File: src/rtl/pwmdim_pkg.sv
package pwmdim_pkg;
  typedef enum logic {DIM_DIRECT = 1'b0, DIM_PHASE = 1'b1} dim_mode_e;
  localparam logic [7:0] DUTY_FULL = 8'hFF;
endpackage

File: src/rtl/pwmdim_meas.sv
// Input synchroniser plus duty extraction in clock counts, with idle timeout.
module pwmdim_meas
  import pwmdim_pkg::*;
#(
  parameter int CNT_W = 16,
  parameter int TMO   = 60000
) (
  input  logic       clk,
  input  logic       rst,
  input  logic       pwm_in,
  output logic       pwm_s,
  output logic [7:0] duty,
  output logic       zero
);
  localparam int PW = CNT_W + 8;
  localparam logic [CNT_W-1:0] TMO_C = CNT_W'(TMO);

  logic             s1, s2, prev;
  logic [CNT_W-1:0] per_cnt, hi_cnt;
  logic             rise, timed_out;
  logic [PW-1:0]    prod;
  logic [7:0]       meas_duty;

  assign rise      = s2 & ~prev;
  assign timed_out = per_cnt >= TMO_C;
  assign prod      = PW'(hi_cnt) * PW'(DUTY_FULL);
  assign meas_duty = (per_cnt == '0) ? 8'd0 : 8'(prod / PW'(per_cnt));
  assign pwm_s     = s2;

  always_ff @(posedge clk) begin
    if (rst) begin
      s1      <= 1'b0;
      s2      <= 1'b0;
      prev    <= 1'b0;
      per_cnt <= TMO_C;     // start in the timed-out state: first edge only arms
      hi_cnt  <= '0;
      duty    <= '0;
      zero    <= 1'b1;
    end else begin
      s1   <= pwm_in;
      s2   <= s1;
      prev <= s2;
      if (rise) begin
        if (!timed_out) begin
          duty <= meas_duty;
          zero <= (meas_duty == 8'd0);
        end
        per_cnt <= CNT_W'(1);
        hi_cnt  <= CNT_W'(1);
      end else if (timed_out) begin
        duty <= s2 ? DUTY_FULL : 8'd0;
        zero <= ~s2;
      end else begin
        per_cnt <= per_cnt + CNT_W'(1);
        hi_cnt  <= hi_cnt + CNT_W'(s2);
      end
    end
  end
endmodule

File: src/rtl/pwmdim_slots.sv
// Slot offset per channel: rank among active channels times period over count.
module pwmdim_slots #(
  parameter int NCH   = 6,
  parameter int CNT_W = 16
) (
  input  logic [NCH-1:0]   mask,
  input  logic [CNT_W-1:0] period,
  output logic [CNT_W-1:0] offs [NCH]
);
  localparam int SW = $clog2(NCH + 1);
  localparam int NW = CNT_W + SW;

  logic [SW-1:0] n_act;

  always_comb begin
    n_act = '0;
    for (int i = 0; i < NCH; i++) n_act += SW'(mask[i]);
  end

  for (genvar g = 0; g < NCH; g++) begin : g_slot
    logic [SW-1:0] rank;
    logic [NW-1:0] num;
    always_comb begin
      rank = '0;
      for (int j = 0; j < g; j++) rank += SW'(mask[j]);
    end
    assign num     = NW'(rank) * NW'(period);
    assign offs[g] = (n_act == '0) ? '0 : CNT_W'(num / NW'(n_act));
  end
endmodule

File: src/rtl/pwmdim_phase.sv
// Output period counter; latches period, on-time, mask and offsets at wrap.
module pwmdim_phase
  import pwmdim_pkg::*;
#(
  parameter int NCH   = 6,
  parameter int CNT_W = 16,
  parameter int MINP  = 2
) (
  input  logic             clk,
  input  logic             rst,
  input  logic [CNT_W-1:0] period_cfg,
  input  logic [7:0]       duty,
  input  logic [NCH-1:0]   mask,
  output logic [NCH-1:0]   on_vec,
  output logic [NCH-1:0]   mask_l
);
  localparam int PW = CNT_W + 8;

  logic [CNT_W-1:0] per_new, per_l, oc, on_l;
  logic [CNT_W-1:0] off_new [NCH];
  logic [CNT_W-1:0] off_l   [NCH];
  logic [PW-1:0]    on_prod;
  logic             wrap;

  assign per_new = (period_cfg < CNT_W'(MINP)) ? CNT_W'(MINP) : period_cfg;
  assign wrap    = oc >= (per_l - CNT_W'(1));
  assign on_prod = PW'(duty) * PW'(per_new);

  pwmdim_slots #(.NCH(NCH), .CNT_W(CNT_W)) u_slots (
    .mask   (mask),
    .period (per_new),
    .offs   (off_new)
  );

  always_ff @(posedge clk) begin
    if (rst) begin
      oc     <= '0;
      per_l  <= CNT_W'(1);   // forces a wrap (and first latch) on the first edge
      on_l   <= '0;
      mask_l <= '0;
      for (int i = 0; i < NCH; i++) off_l[i] <= '0;
    end else if (wrap) begin
      oc     <= '0;
      per_l  <= per_new;
      on_l   <= CNT_W'(on_prod / PW'(DUTY_FULL));
      mask_l <= mask;
      off_l  <= off_new;
    end else begin
      oc <= oc + CNT_W'(1);
    end
  end

  for (genvar g = 0; g < NCH; g++) begin : g_cmp
    logic [CNT_W-1:0] rel;
    assign rel       = (oc >= off_l[g]) ? (oc - off_l[g]) : (oc + per_l - off_l[g]);
    assign on_vec[g] = rel < on_l;
  end
endmodule

File: src/rtl/pwm_dim_gen.sv
module pwm_dim_gen
  import pwmdim_pkg::*;
#(
  parameter int NCH   = 6,
  parameter int CNT_W = 16,
  parameter int TMO   = 60000,
  parameter int MINP  = 2
) (
  input  logic             clk,
  input  logic             rst,
  input  logic             pwm_in,
  input  logic             mode_phase,
  input  logic [CNT_W-1:0] period_cfg,
  input  logic [NCH-1:0]   ch_mask,
  output logic [NCH-1:0]   ch_en,
  output logic             zero_duty
);
  logic             pwm_s;
  logic [7:0]       duty;
  logic [NCH-1:0]   on_vec, mask_l;

  pwmdim_meas #(.CNT_W(CNT_W), .TMO(TMO)) u_meas (
    .clk    (clk),
    .rst    (rst),
    .pwm_in (pwm_in),
    .pwm_s  (pwm_s),
    .duty   (duty),
    .zero   (zero_duty)
  );

  pwmdim_phase #(.NCH(NCH), .CNT_W(CNT_W), .MINP(MINP)) u_phase (
    .clk        (clk),
    .rst        (rst),
    .period_cfg (period_cfg),
    .duty       (duty),
    .mask       (ch_mask),
    .on_vec     (on_vec),
    .mask_l     (mask_l)
  );

  always_ff @(posedge clk) begin
    if (rst) ch_en <= '0;
    else if (dim_mode_e'(mode_phase) == DIM_PHASE) ch_en <= mask_l & on_vec;
    else ch_en <= ch_mask & {NCH{pwm_s}};
  end
endmodule

File: config.mk
export PLATFORM = sky130hd
export DESIGN_NAME = pwm_dim_gen
export DESIGN_NICKNAME = d
export VERILOG_FILES = /design/src/rtl/pwmdim_pkg.sv /design/src/rtl/pwmdim_meas.sv /design/src/rtl/pwmdim_slots.sv /design/src/rtl/pwmdim_phase.sv /design/src/rtl/pwm_dim_gen.sv
export SDC_FILE = /design/constraint.sdc
export NUM_CORES = 2
export LEC_CHECK = 0
export BUFFER_PORTS_ARGS = -buffer_cell sky130_fd_sc_hd__buf_2
export CAP_MARGIN = 10
export CORE_ASPECT_RATIO = 0.7
export CORE_MARGIN = 8
export CORE_UTILIZATION = 38
export CTS_BUF_LIST = sky130_fd_sc_hd__clkbuf_8
export CTS_CLUSTER_SIZE = 30
export DETAILED_ROUTE_END_ITERATION = 10
export GPL_ROUTABILITY_DRIVEN = 0
export GPL_TIMING_DRIVEN = 0
export SLEW_MARGIN = 25
export SYNTH_ARGS = -nofsm -noshare
export SYNTH_HDL_FRONTEND = slang
export SYNTH_SLANG_ARGS = --single-unit
File: constraint.sdc
create_clock -name clk -period 75.3 [get_ports clk]
set_input_delay 22.59 -clock clk [delete_from_list [all_inputs] [get_ports clk]]
set_output_delay 22.59 -clock clk [all_outputs]
set_load 0.02 [all_outputs]
Yosys cells after proc, flatten, opt, wreduce, memory -nomap -nowiden

Index checks and enable logic that the tools add are counted.

Register bits after elaboration: 200
Latch bits: 0
RAM bits: 0
Memory bits (read-only): 0
Bits of input ports: 26
Output and inout port bits: 7
Logic and storage cells: 112
Memories: 0

Add/subtract/negate cells: 22
$mul: 7
Divide/modulo/power cells: 8
Order comparisons: 15
Eq/ne operators: 2
Shift-type cells: 0
Multiplexer cells: 26
Bitwise gates (word level): 5
Reductions and logical operators: 7

Operator list:

| operator                                                               | number |
|---|---|
| 16-bit two-way mux                                                     | 15 |
| 16-bit subtractor                                                      | 12 |
| 16-bit >= comparator                                                   | 7 |
| 16-bit < comparator                                                    | 6 |
| 19-bit by 3-bit divider with 19-bit output                             | 5 |
| 3-bit by 16-bit multiplier with 19-bit output                          | 4 |
| 8-bit two-way mux                                                      | 5 |
| 16-bit by 1-bit adder with 16-bit output (second input constant)       | 2 |
| 24-bit by 16-bit divider with 24-bit output                            | 1 |
| 24-bit by 8-bit divider with 24-bit output (second input constant)     | 1 |
| 16-bit by 8-bit multiplier with 24-bit output (second input constant)  | 1 |
| 8-bit by 16-bit multiplier with 24-bit output                          | 1 |
| 0-bit by 3-bit divider with 19-bit output                              | 1 |
| 1-bit by 16-bit multiplier with 17-bit output                          | 1 |
| 16-bit by 1-bit adder with 16-bit output                               | 1 |
| 16-bit adder                                                           | 1 |
| 16-bit >= comparator (second input constant)                           | 1 |
| 16-bit zero test                                                       | 1 |
| 16-bit by 2-bit < comparator with 1-bit output (second input constant) | 1 |
| 16-bit by 1-bit subtractor with 16-bit output (second input constant)  | 1 |
| 6-bit bitwise AND                                                      | 2 |
| 3-bit by 1-bit adder with 3-bit output                                 | 3 |
| 8-bit zero test                                                        | 1 |
| 6-bit two-way mux                                                      | 1 |
| 11 further kinds                                                       | 17 |

Logic depth before layout (Yosys ltp)

Word-level depth: 7
Depth in mapped cells: 414
Depth with buffers taken out: 390

Modules after synthesis

Synthesis repeated with hierarchy kept, for this count alone.

Cell total of the unflattened synthesis: 11580
Area total of the unflattened synthesis: 81981.1 µm²

Modules (own cells, without submodules):

| module       | instances | cells an instance | area an instance (µm²) | sequential area each (µm²) |
|---|---|---|---|---|
| pwmdim_slots | 1         | 5354              | 36089.6                | 0.0 |
| pwmdim_phase | 1         | 3531              | 25734.7                | 3002.9 |
| pwmdim_meas  | 1         | 2670              | 19924.1                | 880.8 |
| pwm_dim_gen  | 1         | 25                | 232.7                  | 120.1 |

Least setup slack after synthesis

OpenSTA, ideal clock, no wires.

Path type: register to register
From: reg u_meas.hi_cnt[3]
To: reg u_meas.duty[0]
Setup time: 0.115 ns
Arrival time: 74.918 ns
Required time: 75.185 ns
Slack: 0.267 ns
Stages on the path, launching flop included: 398
Buffers on the path: 26
Period minus slack after synthesis: 75.033 ns
Cell sequence: dfxtp_1 > inv_1 > fa_1 > inv_1 > fa_1 > fa_1 > inv_1 > fa_1 > inv_1 > ha_1 > inv_1 > o21bai_1 > a21oi_1 > o21ai_0 > a21oi_1 > o21bai_1 > a21oi_1 > o21bai_1 > (+362 left out) > clkbuf_1 > nand2_1 > o21ai_0 > ha_1 > a21oi_1 > nor2b_1 > o21ai_0 > nand2b_1 > a21oi_1 > nor2b_1 > o21ai_0 > nand2b_1 > a21oi_1 > o31ai_1 > a2111oi_0 > a31oi_1 > or2_2 > o21a_1

Word-level cells in the longest chain between the ends: 5

Ends and longest elaborated chain:

| element                                       | RTL line          | text |
|---|---|---|
| start, declared                               | pwmdim_meas.sv:19 | `logic [CNT_W-1:0] per_cnt, hi_cnt;` |
| start signal, assigned                        | pwmdim_meas.sv:55 | `hi_cnt <= hi_cnt + CNT_W'(s2);` |
| 16-bit by 8-bit multiplier with 24-bit output | pwmdim_meas.sv:26 | `assign prod = PW'(hi_cnt) * PW'(DUTY_FULL);` |
| 24-bit by 16-bit divider with 24-bit output   | pwmdim_meas.sv:27 | `assign meas_duty = (per_cnt == '0) ? 8'd0 : 8'(prod / PW'(per_cnt));` |
| 8-bit two-way mux                             | pwmdim_meas.sv:27 |  |
| 8-bit two-way mux                             | pwmdim_meas.sv:44 | `if (!timed_out) begin` |
| 8-bit two-way mux                             | pwmdim_meas.sv:43 | `if (rise) begin` |
| end signal, assigned                          | pwmdim_meas.sv:45 | `duty <= meas_duty;` |
| end signal, assigned                          | pwmdim_meas.sv:51 | `duty <= s2 ? DUTY_FULL : 8'd0;` |
| end, declared                                 | pwmdim_meas.sv:12 | `output logic [7:0] duty,` |

Every way passes these cells. The select of a mux whose other input is x is not followed.
A chain may end at the register's enable or synchronous reset.

Worst setup path after layout

Ends and elaborated chain as after synthesis.

==> impl_metrics.json <==
{
  "status": "finished clean",
  "setup_tns_ps": 0,
  "hold_violations": 0,
  "grt_max_degree": 95,
  "clkTransAtPathRegs_ps": 140,
  "postRouteAntennaNets": 0,
  "fillers": 19940,
  "antenna_found_initial": 11,
  "synth_area_sq_mm": 0.07451,
  "crit_top_cell": "o21a_1",
  "ys.flop_type": "dfxtp_1",
  "die_h_um": 386.5,
  "grt_pass1_wl_mm": 403.7,
  "first_global_vias": 72650,
  "seq_area_frac_synth": 0.05373,
  "start_util": 0.3811,
  "top_level_ports": 33,
  "clk_latency_ps": 620,
  "cts_tree": "yes",
  "drc": 0,
  "hpwl_mm": 206.5,
  "maxCapViolCount": 0,
  "synth_cell_types": 151,
  "routed_wl_mm": 261.2,
  "wire_per_inst_um": 19.67,
  "synthArstFlopShare": 0,
  "ctsHoldBuffers": 0,
  "r2r_slack_ps": 1140,
  "slew_headroom": 0.1558,
  "hold_class": "reg2reg",
  "worstPathRequired_ps": 75810,
  "tightestPinTransition_ps": 1265,
  "max_stage_delay_ps": 640,
  "cp-end-kind": "register",
  "fin_skew_ps": 33.19,
  "fin_hold_ws_ps": 455.5,
  "firstDrtPassIters": 8,
  "crit_type": "reg2reg",
  "numPortBuffers": 32,
  "core_area_sq_mm": 0.1955,
  "final-seq-area_sq_mm": 0.004028,
  "finalCritPeriodShare": 0.9848,
  "arrival_ps": 74670,
  "drt_iter0_markers": 8025,
  "grtUsageTotal": 0.2304,
  "cts_root_buffer": "clkbuf_8",
  "vias": 80490,
  "ys_warn_count": 0,
  "clockBufferDepth": 2,
  "synth.avg_cell_area_sq_um": 7.187,
  "multiInputGateArea_sq_mm": 0.06746,
  "cts_sinks": 200,
  "setup_viol": 0,
  "synth_edf_count": 0,
  "drive_gt1_frac": 0.09154,
  "vias_per_cell": 6.061,
  "syn_inst": 10370,
  "synthToLayoutAreaGrowth_pct": 9.261,
  "fin_crit_ps": 74160,
  "clock.fmax_mhz": 13.49,
  "dieArea_sq_mm": 0.2107,
  "die_x_um": 545.3,
  "critPathSlowestCell": "or4b_2",
  "cp-start-kind": "register",
  "drv_slew": 0,
  "ys_seq_elements": 200,
  "cts_buffers": 17,
  "layout.nets": 11910,
  "htreeDepth": 4,
  "overflow": 0,
  "rsz0062_at_grt": "yes",
  "fp-row-count": 136,
  "worstPathMaxFanout": 10
}
Yosys cell counts, drive strengths merged (34+ instances only):
cell,count,area [sq um]
ha,1031,12900
nand2,892,3353
nor2,834,3153
inv,776,2915
a21oi,715,3627
o21ai,678,3427
nor3,499,2552
xnor2,373,3316
o21a,370,2779
nand3,301,1516
nand2b,285,1783
and2,225,1409
fa,215,4304
dfxtp,200,4004
a21o,194,1458
clkbuf,189,709.4
mux2i,171,1719
nor2b,165,1032
o31ai,149,1176
mux2,145,1637
xor2,144,1276
nand4,125,809.5
or3,116,735.7
a211oi,108,923.4
o211ai,107,833.3
nor4,101,798.3
a31oi,92,611.8
o22ai,92,588.1
or2,91,569.3
o21bai,75,566.8
and3,71,444.2
buf,57,301.5
a21boi,40,307.8
or4,39,304.0
a211o,37,326.6
o211a,34,340.3
path summary, 6_finish.rpt:
check | startpoint | to | cells past startpoint
max | u_meas.hi_cnt[3]$_SDFFE_PP0N_ | u_meas.duty[0]$_SDFFE_PP0P_ | 410
min | u_meas.s1$_SDFF_PP0_ | u_meas.pwm_s$_SDFF_PP0_ | 1
max reg2reg | u_meas.hi_cnt[3]$_SDFFE_PP0N_ | u_meas.duty[0]$_SDFFE_PP0P_ | 410
min reg2reg | u_meas.s1$_SDFF_PP0_ | u_meas.pwm_s$_SDFF_PP0_ | 1
flip-flops by register name (all words and copies together) (netlist names):
register        flops
u_meas.prev         1
u_meas.s1           1
u_phase.off_l      96
u_phase.mask_l      6
u_phase.per_l      16
u_meas.pwm_s        1
u_meas.per_cnt     16
u_phase.oc         16
u_meas.hi_cnt      16
u_phase.on_l       16
u_meas.zero         1
ch_en               6
u_meas.duty         8
worst max-delay path: cells and delay by family, from the launching register on:
| family | cells | cell delay (ps) |
|---|---|---|
| and+or+nand+nor | 64 | 8920 |
| DFF | 1 | 390 |
| muxes | 2 | 620 |
| adders and majority gates | 29 | 8650 |
| buffers and inverters | 42 | 5230 |
| xor gates and xnor gates | 1 | 130 |
| AOI/OAI and AO/OA | 272 | 49930 |
cells in the final DEF (no fill, tap or decap), types with 136 or more instances in the layout:
master    netlist  final
o21a_1        369    368
ha_1         1031   1015
nor2b_1       165    162
nand2b_1      285    285
buf_4           5    210
o31ai_1       141    138
a21o_1        193    192
nor3_1        488    486
xor2_1        142    141
and2_1        218    217
mux2i_1       169    168
fa_1          215    214
a21oi_1       706    680
nor2_1        829    811
xnor2_1       368    354
mux2_2        143    142
o21ai_0       635    609
nand3_1       299    297
inv_1         774    752
dfxtp_1       200    189
nand2_1       890    886
clkbuf_1      189    136
per-layer routing:
layer  wire length, um  track usage
met3             25810      0.04431
met4              6601      0.05819
met2            101000       0.3241
met1            127800       0.3528
met5                27     0.002023
kinds of logic after synthesis:
logic type,count (synthesis),share of synthesized area
AOI/OAI and AO/OA,3151,0.2877
muxes,316,0.04504
adders and majority gates,1253,0.2318
and+or+nand+nor,3906,0.2670
other,1,0.00005033
xor gates and xnor gates,518,0.06196
buffers and inverters,1022,0.05269
DFF,200,0.05373
area by class of cell:
class / instances / share of cell area
multi-input combinational: 9148 / 0.8287
clock buffer: 18 / 0.003043
sequential: 200 / 0.04947
antenna: 7 / 0.0002152
timing repair buffer: 252 / 0.02408
buffer: 243 / 0.01597
clock inverter: 14 / 0.002136
inverter: 776 / 0.03613
tap: 2622 / 0.04030
metrics by stage:
step | instance area (sq um) | instances | util | setup WS [ps]
floorplan | 74520 | 10370 | - | 267.1
global placement | 77960 | 13020 | 0.3988 | -11070
detailed placement | 78360 | 13040 | 0.4008 | -12370
CTS | 79640 | 13120 | 0.4073 | 30.30
global route | 81400 | 13280 | 0.4163 | -2121
finish | 81410 | 13280 | 0.4164 | 1143
what timing repair did:
| action | CTS | global route |
|---|---|---|
| endpoints found under the setup margin | 5 | 3 |
| pin swaps | 27 | 149 |
| buffers inserted | 51 | 152 |
| gates resized for setup | 155 | 153 |
| gates cloned | 0 | 1 |
Power is not shown: default switching activity piles up to over one toggle a cycle in this logic, so the estimate is an artifact.
